--- src/rtl/seg_wl_sequencer.sv ---
module seg_wl_sequencer #(
  parameter int ROWS  = 4,
  parameter int W_HI  = 2,
  parameter int W_MID = 3,
  parameter int W_LO  = 3
) (
  input  logic                    clk,
  input  logic                    rst_n,
  input  logic                    start,
  input  logic [ROWS*(W_HI+W_MID+W_LO)-1:0] act_in,
  output logic                    busy,
  output logic [ROWS-1:0]         wl_en,
  output logic                    cap_reset,
  output logic                    adc_sample,
  output logic                    hold,
  output logic [1:0]              branch_sel,
  output logic                    done
);
  localparam int DW = W_HI + W_MID + W_LO;
  localparam int TW = (W_HI > W_MID) ? ((W_HI > W_LO) ? W_HI : W_LO)
                                     : ((W_MID > W_LO) ? W_MID : W_LO);
  localparam logic [TW-1:0] LEN_HI  = TW'((1 << W_HI) - 1);
  localparam logic [TW-1:0] LEN_MID = TW'((1 << W_MID) - 1);
  localparam logic [TW-1:0] LEN_LO  = TW'((1 << W_LO) - 1);

  typedef enum logic [2:0] {S_IDLE, S_RST, S_PH, S_SMP, S_FSMP, S_DONE} st_t;

  st_t                  st;
  logic [1:0]           ph;
  logic [TW-1:0]        tick;
  logic [ROWS*DW-1:0]   act_q;
  logic [TW-1:0]        ph_len;

  assign ph_len = (ph == 2'd0) ? LEN_HI : (ph == 2'd1) ? LEN_MID : LEN_LO;

  always_ff @(posedge clk or negedge rst_n) begin
    if (!rst_n) begin
      st    <= S_IDLE;
      ph    <= '0;
      tick  <= '0;
      act_q <= '0;
    end else begin
      case (st)
        S_IDLE: if (start) begin
          act_q <= act_in;
          st    <= S_RST;
        end
        S_RST: begin
          st   <= S_PH;
          ph   <= 2'd0;
          tick <= '0;
        end
        S_PH: begin
          if (tick == ph_len - 1'b1) begin
            tick <= '0;
            case (ph)
              2'd0:    st <= S_SMP;
              2'd1:    ph <= 2'd2;
              default: st <= S_FSMP;
            endcase
          end else begin
            tick <= tick + 1'b1;
          end
        end
        S_SMP: begin
          st <= S_PH;
          ph <= 2'd1;
        end
        S_FSMP:  st <= S_DONE;
        default: st <= S_IDLE;
      endcase
    end
  end

  for (genvar r = 0; r < ROWS; r++) begin : g_row
    logic [DW-1:0] a;
    logic [TW-1:0] sl;
    assign a  = act_q[r*DW +: DW];
    assign sl = (ph == 2'd0) ? TW'(a[DW-1 -: W_HI]) :
                (ph == 2'd1) ? TW'(a[W_LO +: W_MID]) : TW'(a[0 +: W_LO]);
    assign wl_en[r] = (st == S_PH) && (tick < sl);
  end

  assign busy       = (st != S_IDLE);
  assign cap_reset  = (st == S_RST);
  assign adc_sample = (st == S_SMP) || (st == S_FSMP);
  assign hold       = ((st == S_PH) && (ph != 2'd0)) || (st == S_FSMP);
  assign branch_sel = ((st == S_PH) && (ph == 2'd1)) ? 2'd1 :
                      (((st == S_PH) && (ph == 2'd2)) || (st == S_FSMP)) ? 2'd2 : 2'd0;
  assign done       = (st == S_DONE);
endmodule

--- config.mk ---
export PLATFORM = sky130hd
export DESIGN_NAME = seg_wl_sequencer
export DESIGN_NICKNAME = d
export VERILOG_FILES = /design/src/rtl/seg_wl_sequencer.sv
export SDC_FILE = /design/constraint.sdc
export NUM_CORES = 1
export LEC_CHECK = 0
export BUFFER_PORTS_ARGS = -buffer_cell sky130_fd_sc_hd__buf_2
export CORE_MARGIN = 2
export CORE_UTILIZATION = 50
export DETAILED_ROUTE_END_ITERATION = 16
export PLACE_DENSITY = 0.76
export SLEW_MARGIN = 20
export SYNTH_ARGS = -nofsm -noshare
export SYNTH_HDL_FRONTEND = slang
export SYNTH_SLANG_ARGS = --single-unit
--- constraint.sdc ---
create_clock -name clk -period 1.9 [get_ports clk]
set_input_delay 0.285 -clock clk [delete_from_list [all_inputs] [get_ports clk]]
set_output_delay 0.285 -clock clk [all_outputs]
set_load 0.02 [all_outputs]
# [Word-level counts from Yosys, hierarchy flattened]
# Cells that the tools add are included.
[classes] multipliers=0 bitwise_logic=0 addsub=2 div_mod_pow=0 mux=20 shift=0 order_cmp=4 eq_ne=12 reduce_logical=20
[op_table] cell="$mux 3" n=12
[op_table] cell="$lt 3x3->1" n=4
[op_table] cell="$pmux 3 s2" n=2
[op_table] cell="$pmux 3 s4" n=1
[op_table] cell="$mux 2" n=4
[op_table] cell="$ne 2x2->1 const B" n=4
[op_table] cell="$logic_and 1x1->1" n=7
[op_table] cell="$eq 3x2->1 const B" n=2
[op_table] cell="$eq 3x3->1 const B" n=2
[op_table] cell="$pmux 2 s3" n=1
[op_table] cell="$reduce_and 3->1" n=2
[op_table] cell="$reduce_bool 3->1" n=2
[op_table] cell="$reduce_bool 2->1" n=2
[op_table] cell="$add 3x1->3 const B" n=1
[op_table] cell="$eq 3x1->1 const B" n=1
[op_table] cell="$eq 3x3->1" n=1
[op_table] cell="$logic_not 3->1" n=1
[op_table] cell="$logic_or 1x1->1" n=3
[op_table] cell="$sub 3x1->3 const B" n=1
[op_table] cell="$eq 2x1->1 const B" n=1
[op_table] cell="$eq 2x2->1 const B" n=1
[op_table] cell="$logic_not 2->1" n=1
[op_table] cell="$reduce_and 2->1" n=1
[op_table] cell="$reduce_or 2->1" n=1
[totals] out_inout_bits=11 word_cells=62 latch_bits=0 rom_bits=0 reg_bits=40 in_bits=35 ram_bits=0 mem_count=0

# [Longest topological paths before layout]
# Gate-level depths: netlist of the first run.
[depth] ltp_word=6 depth_mapped=9 mapped_depth_nobuf=7

# [Worst setup path before layout of the first run]
# No wires, ideal clock.
[synth_timing] path_type="flip-flop to output port" from="reg ph[0]" to="out wl_en[0]" required_ns=1.615 stages_incl_launch_ff=9 n_path_buf=2 slack_ns=-0.498 t_arrival_ns=2.113 cell_sequence="dfrtp_1 buf_6 clkbuf_1 mux2i_1 nor2_1 a21oi_1 ha_1 o21a_1 a211oi_1"
[synth_via] elab_chain_len=5 word_cells_on_any_way=6 cone_classes="order compare (1); eq/ne (1); mux (2); reduce/logical (2)"
[synth_lines] item="from (decl)" line="29" text="logic [1:0] ph;"
[synth_lines] item="from (signal assigned)" line="39" text="ph <= '0;"
[synth_lines] item="from (signal assigned)" line="50" text="ph <= 2'd0;"
[synth_lines] item="from (signal assigned)" line="58" text="2'd1: ph <= 2'd2;"
[synth_lines] item="$eq 2x1->1" line="80" text="(ph == 2'd1) ? TW'(a[W_LO +: W_MID]) : TW'(a[0 +: W_LO]);"
[synth_lines] item="$mux 3" line="80"
[synth_lines] item="$mux 3 (*)" line="79" text="assign sl = (ph == 2'd0) ? TW'(a[DW-1 -: W_HI]) :"
[synth_lines] item="$lt 3x3->1 (*)" line="81" text="assign wl_en[r] = (st == S_PH) && (tick < sl);"
[synth_lines] item="$logic_and 1x1->1 (*)" line="81"
[synth_lines] item="to (decl)" line="12" text="output logic [ROWS-1:0] wl_en,"
# Mark *: on every way between the ends. The rest lies on a longest branch, timed or not.

# [Worst setup path after layout of the first run]
[layout_timing] from="reg ph[0]" to="out wl_en[3]"
# The elaborated chain is that of the path after synthesis.

==> metrics, run 1 <==
status finished, violations left; failing checks setup timing; Sum Neg Setup Slack -1.36 ns; Synth cell types 37; area grow syn2layout 23.4%; Ant. Diodes 0; DP HPWL roughly 3400 um; Final Worst Setup Slack -0.360 ns; Core Area 0.00441 mm2; clk sinks 40; input/output buffers 45; setup violators final 4; vias in the first global route 1641; WL per Instance 15.5 um; Critical-path top delay cell dfrtp_2; hold crit path type input port to async pin; CP Buf/Inv Count 1; DP Area 0.00270 mm2; Vias per Instance 5.48; Max Fclk 442 MHz; die area 0.00521 mm2; YS warnings 0; dominant cell type by area after synthesis dfrtp_1; IO Pins 46; Worst Path Required 1.62 ns; Rows 24; max-slew violation count 0; Max Cap Viol 0; Via Count 1629; total track usage 19.8%; worst slack at placement -0.187 ns; clock tree buffer depth 2; largest net degree at the start of global routing 41; Hold Slack between 0.04 and 0.05 ns; pwr dens 1790 mW/mm2; cell chain of the critical path mux2i_1 > nor2_1 > a21oi_1 > ha_1 > o21a_1 > a211oi_4 > buf_6; htree depth 2; Post-Layout Inst Area roughly 0.0029 mm2; clock slew at reported path FFs 0.07 ns; main flop type after synthesis dfrtp_1; hold_buf cts 0; post-layout net count 292; FF-to-FF path depth 5; sequential fraction of the synthesis area ~43%; final period utilization 119%; WS Path Type register to output port; layout cells sized above 1 51.0%; Critical Path Stages 7; CP max FO 7; Critical Path Max Stage Delay 0.46 ns; final WL 4610 um; Die Ht 72.2 um; Hold Vio Cnt, Final 0; CTS Root Cell clkbuf_8; first-pass GRT wire length 7830 um; arrival time worst endpoint 1.97 ns; RR Startpoint ph[0]; final core occ between 60% and 70%; Starting Density 52.7%; number of CTS-inserted buffers 5; Max transition margin 67.2%; R2R Setup Slk ~0.07 ns; Crit. Startpoint ph[0]; drt drc 0; Layout Skew roughly 0.0074 ns; CP top delay family compound AO/OA/AOI/OAI gates; area of the mapped netlist 0.00232 mm2; Post-synth EDFFs 0; static leakage 1.36 nW; top-count cell post-synth dfrtp_1; CTS tree built; Die Wd just over 70 um; cells after synthesis 186; Worst setup SP type register; CP endpoint kind output port; number of DRC markers in iteration 0 ~70; TritonRoute pass-1 iters 4; worst-skew pair later-pin latency 0.29 ns; most common library cells after synthesis 40 x dfrtp_1, 30 x mux2_4, 13 x nor2_1, 11 x a21oi_1, 10 x ha_1; Routed Antenna Nets 0; RSZ-0062 raised after global routing true; Worst Tran Pin Value 0.492 ns; share of Yosys cell area claimed by the top area cell type 43.1%; initial antenna violation count 0; #FFs+latches synth 40; gr ovfl total 0; worst flop-to-flop path endpoint st[0]; Period minus WS final 2.26 ns; Peak VDD IR ~0.00086 V; gpl congestion 0.808; Post-synth ARST share 100%; syn avg cell area 12.5 um2; Post-Syn Nets 231; Synth area leaders dfrtp_1 43%, mux2_4 19%, ha_1 5.4%, mux2_2 2.9%, buf_12 2.6%
metrics by stage:
step / cells / total power [mW]
6_report: 297 / 5.12
5_1_grt: 297 / 5.50
4_1_cts: 295 / 5.13
3_5_place_dp: 289 / 4.36
3_3_place_gp: 289 / 4.26
2_1_floorplan: 186 / 3.68
power breakdown:
| group | total (mW) | leakage (nW) | internal (mW) | switching [mW] |
|---|---|---|---|---|
| registers | 1.60 | 0.475 | 1.27 | 0.326 |
| clock network | 0.492 | 0.0359 | 0.236 | 0.256 |
| logic | 3.03 | 0.847 | 1.71 | 1.32 |
routing by layer:
layer  GRT usage, %  vias up  wire length, um
met3           4.44        6              172
met5              0        -                0
li1               -      789                -
met2           31.5       31             2290
met1           26.5      803             2090
met4           7.34        0               62
placed cells by master (no fill, tap or decap), types with 4 or more instances in the layout:
| cell | synthesis | routed |
|---|---|---|
| ha_1 | 10 | 10 |
| a21oi_1 | 11 | 10 |
| mux2_4 | 30 | 30 |
| o21ai_0 | 7 | 7 |
| clkbuf_8 | 0 | 5 |
| buf_6 | 2 | 4 |
| nand2b_1 | 6 | 6 |
| a22oi_2 | 0 | 4 |
| o211ai_1 | 5 | 5 |
| nor2_1 | 13 | 13 |
| buf_2 | 1 | 40 |
| dfrtp_1 | 40 | 38 |
| mux2i_1 | 6 | 6 |
| inv_1 | 4 | 4 |
| o21a_1 | 4 | 4 |
| a211oi_4 | 0 | 4 |
| buf_4 | 0 | 21 |
| mux2_2 | 6 | 6 |
sequential cells by signal (all words and copies together), names as in the netlist:
register  count
st            3
ph            2
tick          3
act_q        32
worst max-delay path by stage:
stage | endpoint
after CTS | wl_en[2]
after detailed placement | wl_en[0]
after floorplan | wl_en[1]
after global placement | wl_en[3]
final | wl_en[3]
after global routing | wl_en[3]
final cells by class:
type,instances,area [um2]
inverter,4,15.0
multi-input combinational,130,1290
fill,350,1550
tap,52,65.1
timing repair buffer,66,423
clock buffer,5,68.8
sequential,40,1000
cells by family (layout without fill, tap and decap cells):
| family | count (synthesis) | in the layout | share of synthesized area (%) |
|---|---|---|---|
| multiplexers | 42 | 42 | 24.9 |
| AO/OA/AOI/OAI | 41 | 41 | 11.7 |
| flip-flops | 40 | 40 | 43.1 |
| AND/OR/NAND/NOR | 37 | 37 | 9.63 |
| buffers and inverters | 16 | 75 | 5.38 |
| adder cells (fa/ha/maj) | 10 | 10 | 5.38 |
timing repair:
item | 4_1_cts | 5_1_grt
gates resized for setup | 18 | 4
pin swaps | 3 | 2
buffers inserted | 1 | 2
setup endpoints to repair | 7 | 7
(Power assumes the default switching activity.)
==> run 2: changes to the inputs <==
Settings changed: CORE_MARGIN 2 to 1.5, RECOVER_POWER set to 25.
==> run 2 against run 1 <==
Effect of this change:
- the run still ends with setup timing left
- clock skew is 0.0017 ns lower
- maximum frequency is 1.3% lower
- worst setup slack worse by 0.031 ns
- critical path type unchanged
- largest power group unchanged
==> metrics, run 2 (synthesis gave the netlist of run 1 again) <==
status finished, violations left; failing checks setup timing; clock tree buffer depth 2 (unchanged); final core occ 64.7% (-0.23 points); Peak VDD IR 0.000786 V (-8.6%); post-layout net count 289 (-1.0%); gr ovfl total 0 (unchanged); Critical-path top delay cell dfrtp_2; TritonRoute pass-1 iters 4 (unchanged); htree depth 2 (unchanged); cell chain of the critical path nor2b_1 > buf_4 > a22oi_1 > ha_1 > o21a_1 > a211oi_4 > buf_6; initial antenna violation count 0 (unchanged); CP max FO 8 (+1); vias in the first global route 1635 (-0.37%); Top Usage Layer GRT met2; commonest non-fill, non-tap cell in the layout buf_2; die area 0.00507 mm2 (-2.8%); Worst Path Required 1.62 ns (about the same); largest net degree at the start of global routing 23 (-44%); setup violators final 4 (unchanged); layout cells sized above 1 48.2% (-2.9 points); worst slack at placement -0.180 ns (+0.00669 ns); Routed Antenna Nets 0 (unchanged); number of CTS-inserted buffers 5 (unchanged); DP Area 0.00271 mm2 (+0.19%); input/output buffers 45 (unchanged); worst-skew pair later-pin latency 0.30 ns (about the same); RSZ-0062 raised after global routing true; Max Fclk 437 MHz (-1.3%); hold crit path type input port to register; Starting Density 52.7% (unchanged); first-pass GRT wire length 7980 um (+1.9%); arrival time worst endpoint 2.01 ns (+0.04 ns); Via Count 1638 (+0.55%); IO Pins 46 (unchanged); Top reg by flops act_q; setup bufs post-CTS 0 (-1); post-placement cell count 288 (-0.35%); Max Cap Viol 0 (unchanged); Die Wd 71.2 um (-1.4%); met2 Track Usage GR 32.3% (+0.81 points); Die Ht 71.2 um (-1.4%); Worst Tran Pin Value 1.23 ns (+0.735 ns); grt met1 use 27.4% (+0.95 points); CTS Root Cell clkbuf_8; Final Worst Setup Slack -0.391 ns (-0.0307 ns); WL per Instance 16.0 um (+3.0%); gpl congestion 0.828 (+2.4%); GR Util met3 4.70% (+0.26 points); DP HPWL 3440 um (-0.15%); final WL 4750 um (+3.0%); Max transition margin 18.2% (-49 points); Period minus WS final 2.29 ns (+0.0307 ns); area grow syn2layout 22.9%; pwr dens 1790 mW/mm2 (+0.29%); Finished Layout Cells 297 (unchanged); Vias per Instance 5.52 (+0.55%); Critical Path Max Stage Delay 0.49 ns (+0.03 ns); CTS tree built; Hold Vio Cnt, Final 0 (unchanged); Largest register FFs 32 (unchanged); static leakage 1.35 nW (-0.33%); WS Path Type register to output port; final period utilization 121% (+1.6 points); clk sinks 40 (unchanged); max-slew violation count 0 (unchanged); CP endpoint kind output port; commonest cells after routing, fill and taps aside 40 x buf_2, 39 x dfrtp_1, 30 x mux2_4; total track usage 20.4% (+0.67 points); Pwr Total 5.12 mW (about the same); number of DRC markers in iteration 0 145 (+110%); Regs by FF count act_q: 32 flops, st: 3 flops, tick: 3 flops; Core Area 0.00441 mm2 (unchanged); Ant. Diodes 0 (unchanged); Rows 24 (unchanged); clock slew at reported path FFs 0.08 ns (about the same); Post-Layout Inst Area 0.00286 mm2 (-0.35%); Worst setup SP type register; drt drc 0 (unchanged); Layout Skew 0.00571 ns (-0.00167 ns)
run 2: changes by cell type in the layout (fill, tap and decap cells not counted), moves of 2 or more:
cell      previous run  this run
a22oi_1              1         3
buf_4               21        15
a22oi_2              4         2
clkinv_2             0         2
run 2: what timing repair did:
item,CTS,global route
hold buffers,1,0
pin swaps,1,0
setup endpoints to repair,7,6
hold endpoints to repair,21,0
gates resized for setup,12,3
run 2: layout make-up:
class / count / area [um2]
clock buffer: 6 / 82.6
clock inverter: 2 / 10.0
fill: 357 / 1560
inverter: 4 / 15.0
multi-input combinational: 130 / 1270
sequential: 40 / 1000
tap: 52 / 65.1
timing repair buffer: 63 / 412
run 2: metrics by stage:
stage / hold slack, ns / setup TNS (ns)
2_1_floorplan: -0.0106 / -0.145
4_1_cts: 0.206 / -1.54
3_3_place_gp: 0.271 / -0.458
5_1_grt: 0.197 / -1.85
6_report: 0.212 / -1.50
3_5_place_dp: 0.289 / -0.638
run 2: worst max-delay path: cells and delay by family (launching register included):
family	cells	cell delay, ns
AO/OA/AOI/OAI	3	0.51
adder cells (fa/ha/maj)	1	0.25
buffers and inverters	2	0.29
flip-flops	1	0.49
AND/OR/NAND/NOR	1	0.17
run 2: path summary, 6_finish.rpt:
check                      cells after the start  slack, ns       from   endpoint
min in group asynchronous                      2       0.77      rst_n  act_q[21]
max                                            7      -0.39      ph[0]   wl_en[0]
min reg2reg                                    1       0.51   act_q[0]   act_q[0]
max reg2reg                                    4       0.13    tick[1]      st[0]
min                                            2       0.21  act_in[6]   act_q[6]
max in group asynchronous                      2       0.41      rst_n   act_q[3]
run 2: power by group:
group | leakage (nW) | switching [mW] | internal, mW | total [mW]
Sequential | 0.476 | 0.344 | 1.27 | 1.61
Combinational | 0.826 | 1.28 | 1.64 | 2.92
Clock | 0.0510 | 0.300 | 0.290 | 0.590
Total | 1.35 | 1.92 | 3.20 | 5.12
run 2: per-layer routing:
layer / up-vias / wire, um
met5: - / 0
met2: 43 / 2350
met1: 797 / 2120
li1: 787 / -
met3: 11 / 173
met4: 0 / 96
==> run 3: changes to the inputs <==
Settings changed: CTS_BUF_LIST set to sky130_fd_sc_hd__clkbuf_16.
==> run 3 against run 2 <==
Effect of this change:
- the flow still finishes with violations (setup timing)
- routed wire length up 0.13%
- register-to-register slack about the same
- core utilization rose by 1.1 points
- worst setup slack better by 0.023 ns
- final cell count unchanged
- via count grew 1.3%
- clock power is 34% higher
- critical path depth is the same
- critical path type unchanged
==> metrics, run 3 (synthesis gave the netlist of run 1 again) <==
status finished, violations left; failing checks setup timing; DP Area 0.00271 mm2 (unchanged); Vias per Instance 5.59 (+1.3%); Starting Density 52.7% (unchanged); Sum Neg Setup Slack -1.42 ns (+0.0820 ns); P_sw 1.94 mW (+0.99%); Routed Antenna Nets 0 (unchanged); Regs by FF count act_q: 32 flops, st: 3 flops, tick: 3 flops; clock slew at reported path FFs 0.06 ns (-0.02 ns); commonest non-fill, non-tap cell in the layout buf_2; gr ovfl total 0 (unchanged); Max Fclk 441 MHz (+1.0%); post-layout net count 289 (unchanged); Worst Path Required 1.62 ns (about the same); WS Path Type register to output port; sw frac 36.4% (-1.1 points); Largest register FFs 32 (unchanged); IO Pins 46 (unchanged); Layout Skew 0.00344 ns (-0.00227 ns); sequential power share 30.3% (-1.2 points); setup violators final 4 (unchanged); final WL 4750 um (+0.13%); Top reg by flops act_q; max-slew violation count 0 (unchanged); clk sinks 40 (unchanged); Max Cap Viol 0 (unchanged); Die Ht 71.2 um (unchanged); combinational power share 54.9% (-2.1 points); total track usage 20.6% (+0.23 points); layout cells sized above 1 47.8% (-0.41 points); CP max FO 8 (unchanged); input/output buffers 45 (unchanged); number of DRC markers in iteration 0 152 (+4.8%); Critical Path Max Stage Delay 0.48 ns (about the same); fill count 340 (-4.8%); clock network power share 14.8% (+3.3 points); static leakage 1.37 nW (+1.5%); vias in the first global route 1694 (+3.6%); worst-skew pair later-pin latency 0.28 ns (-0.02 ns); number of CTS-inserted buffers 5 (unchanged); CP top delay family compound AO/OA/AOI/OAI gates; htree depth 2 (unchanged); Int Power 3.39 mW (+5.9%); Max transition margin 20.5% (+2.3 points); Worst Tran Pin Value 1.19 ns (-0.0340 ns); initial antenna violation count 0 (unchanged); Hold Vio Cnt, Final 0 (unchanged); commonest cells after routing, fill and taps aside 40 x buf_2, 39 x dfrtp_1, 30 x mux2_4; TritonRoute pass-1 iters 4 (unchanged); Peak VDD IR 0.000867 V (+10%); Core Area 0.00441 mm2 (unchanged); area grow syn2layout 25.0%; Pwr Total 5.33 mW (+4.1%); pwr dens 1830 mW/mm2 (+2.3%); cell chain of the critical path nor2b_1 > buf_4 > a22oi_1 > ha_1 > o21a_1 > a211oi_4 > buf_6; arrival time worst endpoint 1.98 ns (-0.03 ns); DP HPWL 3440 um (unchanged); Via Count 1659 (+1.3%); Worst setup SP type register; clock tree buffer depth 2 (unchanged); final period utilization 119% (-1.2 points); CTS tree built; Period minus WS final 2.27 ns (-0.0229 ns); Final Worst Setup Slack -0.368 ns (+0.0229 ns); largest net degree at the start of global routing 23 (unchanged); hold crit path type input port to register; RSZ-0062 raised after global routing true; Rows 24 (unchanged); CP Buf/Inv Count 2 (unchanged); Post-Layout Inst Area 0.00291 mm2 (+1.7%); die area 0.00507 mm2 (unchanged); CTS Root Cell clkbuf_16; WL per Instance 16.0 um (+0.13%); Critical-path top delay cell dfrtp_2; worst slack at placement -0.180 ns (unchanged); CP endpoint kind output port; Ant. Diodes 0 (unchanged); drt drc 0 (unchanged); first-pass GRT wire length 8090 um (+1.4%); gpl congestion 0.828 (unchanged); Die Wd 71.2 um (unchanged)
## run 3: cell types whose count changed in the layout (fill, tap and decap cells not counted), sizes merged
| cell | previous run | this run |
|---|---|---|
| clkbuf | 7 | 6 |
| clkinv | 2 | 3 |
## run 3: power groups by stage
stage	Clock, mW	Combinational, mW	Sequential [mW]
6_report	0.790	2.92	1.61
5_1_grt	0.853	3.18	1.67
4_1_cts	0.817	2.91	1.61
3_5_place_dp	0	2.71	1.61
3_3_place_gp	0	2.65	1.60
2_1_floorplan	0	2.21	1.47
## run 3: through the flow
stage	hold WS [ns]	instances	util [%]
after global routing	0.222	297	65.8
after detailed placement	0.289	288	61.3
after CTS	0.226	297	65.5
final	0.231	297	65.8
after floorplan	-0.0106	186	-
after global placement	0.271	288	61.3
## run 3: layout make-up
class | count | area, um2 | share of cell area (%)
Clock buffer | 5 | 125 | 4.30
Clock inverter | 3 | 13.8 | 0.474
Inverter | 4 | 15.0 | 0.517
Multi-Input combinational cell | 130 | 1270 | 43.8
Sequential cell | 40 | 1000 | 34.5
Tap cell | 52 | 65.1 | 2.24
Timing Repair Buffer | 63 | 412 | 14.2
## run 3: worst register-to-register path, cell delays in order (launching register included)
cell and delay (ns):
dfrtp_1 0.51, ha_1 0.24, or3b_1 0.37, or3_1 0.34, a221oi_2 0.22
## run 3: final timing paths
| check | startpoint | end | slack, ns | cells past startpoint |
|---|---|---|---|---|
| max | ph[0] | wl_en[0] | -0.37 | 7 |
| min | act_in[6] | act_q[6] | 0.23 | 2 |
| max reg2reg | tick[1] | st[0] | 0.13 | 4 |
| min reg2reg | act_q[0] | act_q[0] | 0.51 | 1 |
| max in group asynchronous | rst_n | act_q[17] | 0.41 | 2 |
| min in group asynchronous | rst_n | act_q[19] | 0.77 | 2 |
## run 3: routing by layer
metal	up-vias	part of all wire, %	global-route usage [%]	wire length [um]
met4	0	1.6	7.97	78
met5	-	0	0	0
li1	785	-	-	-
met2	60	50	33.5	2380
met1	806	44	26.8	2090
met3	8	4.3	4.84	204
## run 3: what timing repair did
item	4_1_cts	5_1_grt
gates resized for setup	12	3
hold endpoints to repair	21	0
pin swaps	1	0
hold buffers	1	0
endpoints found under the setup margin	6	6
gates cloned	0	0
setup buffers	0	0
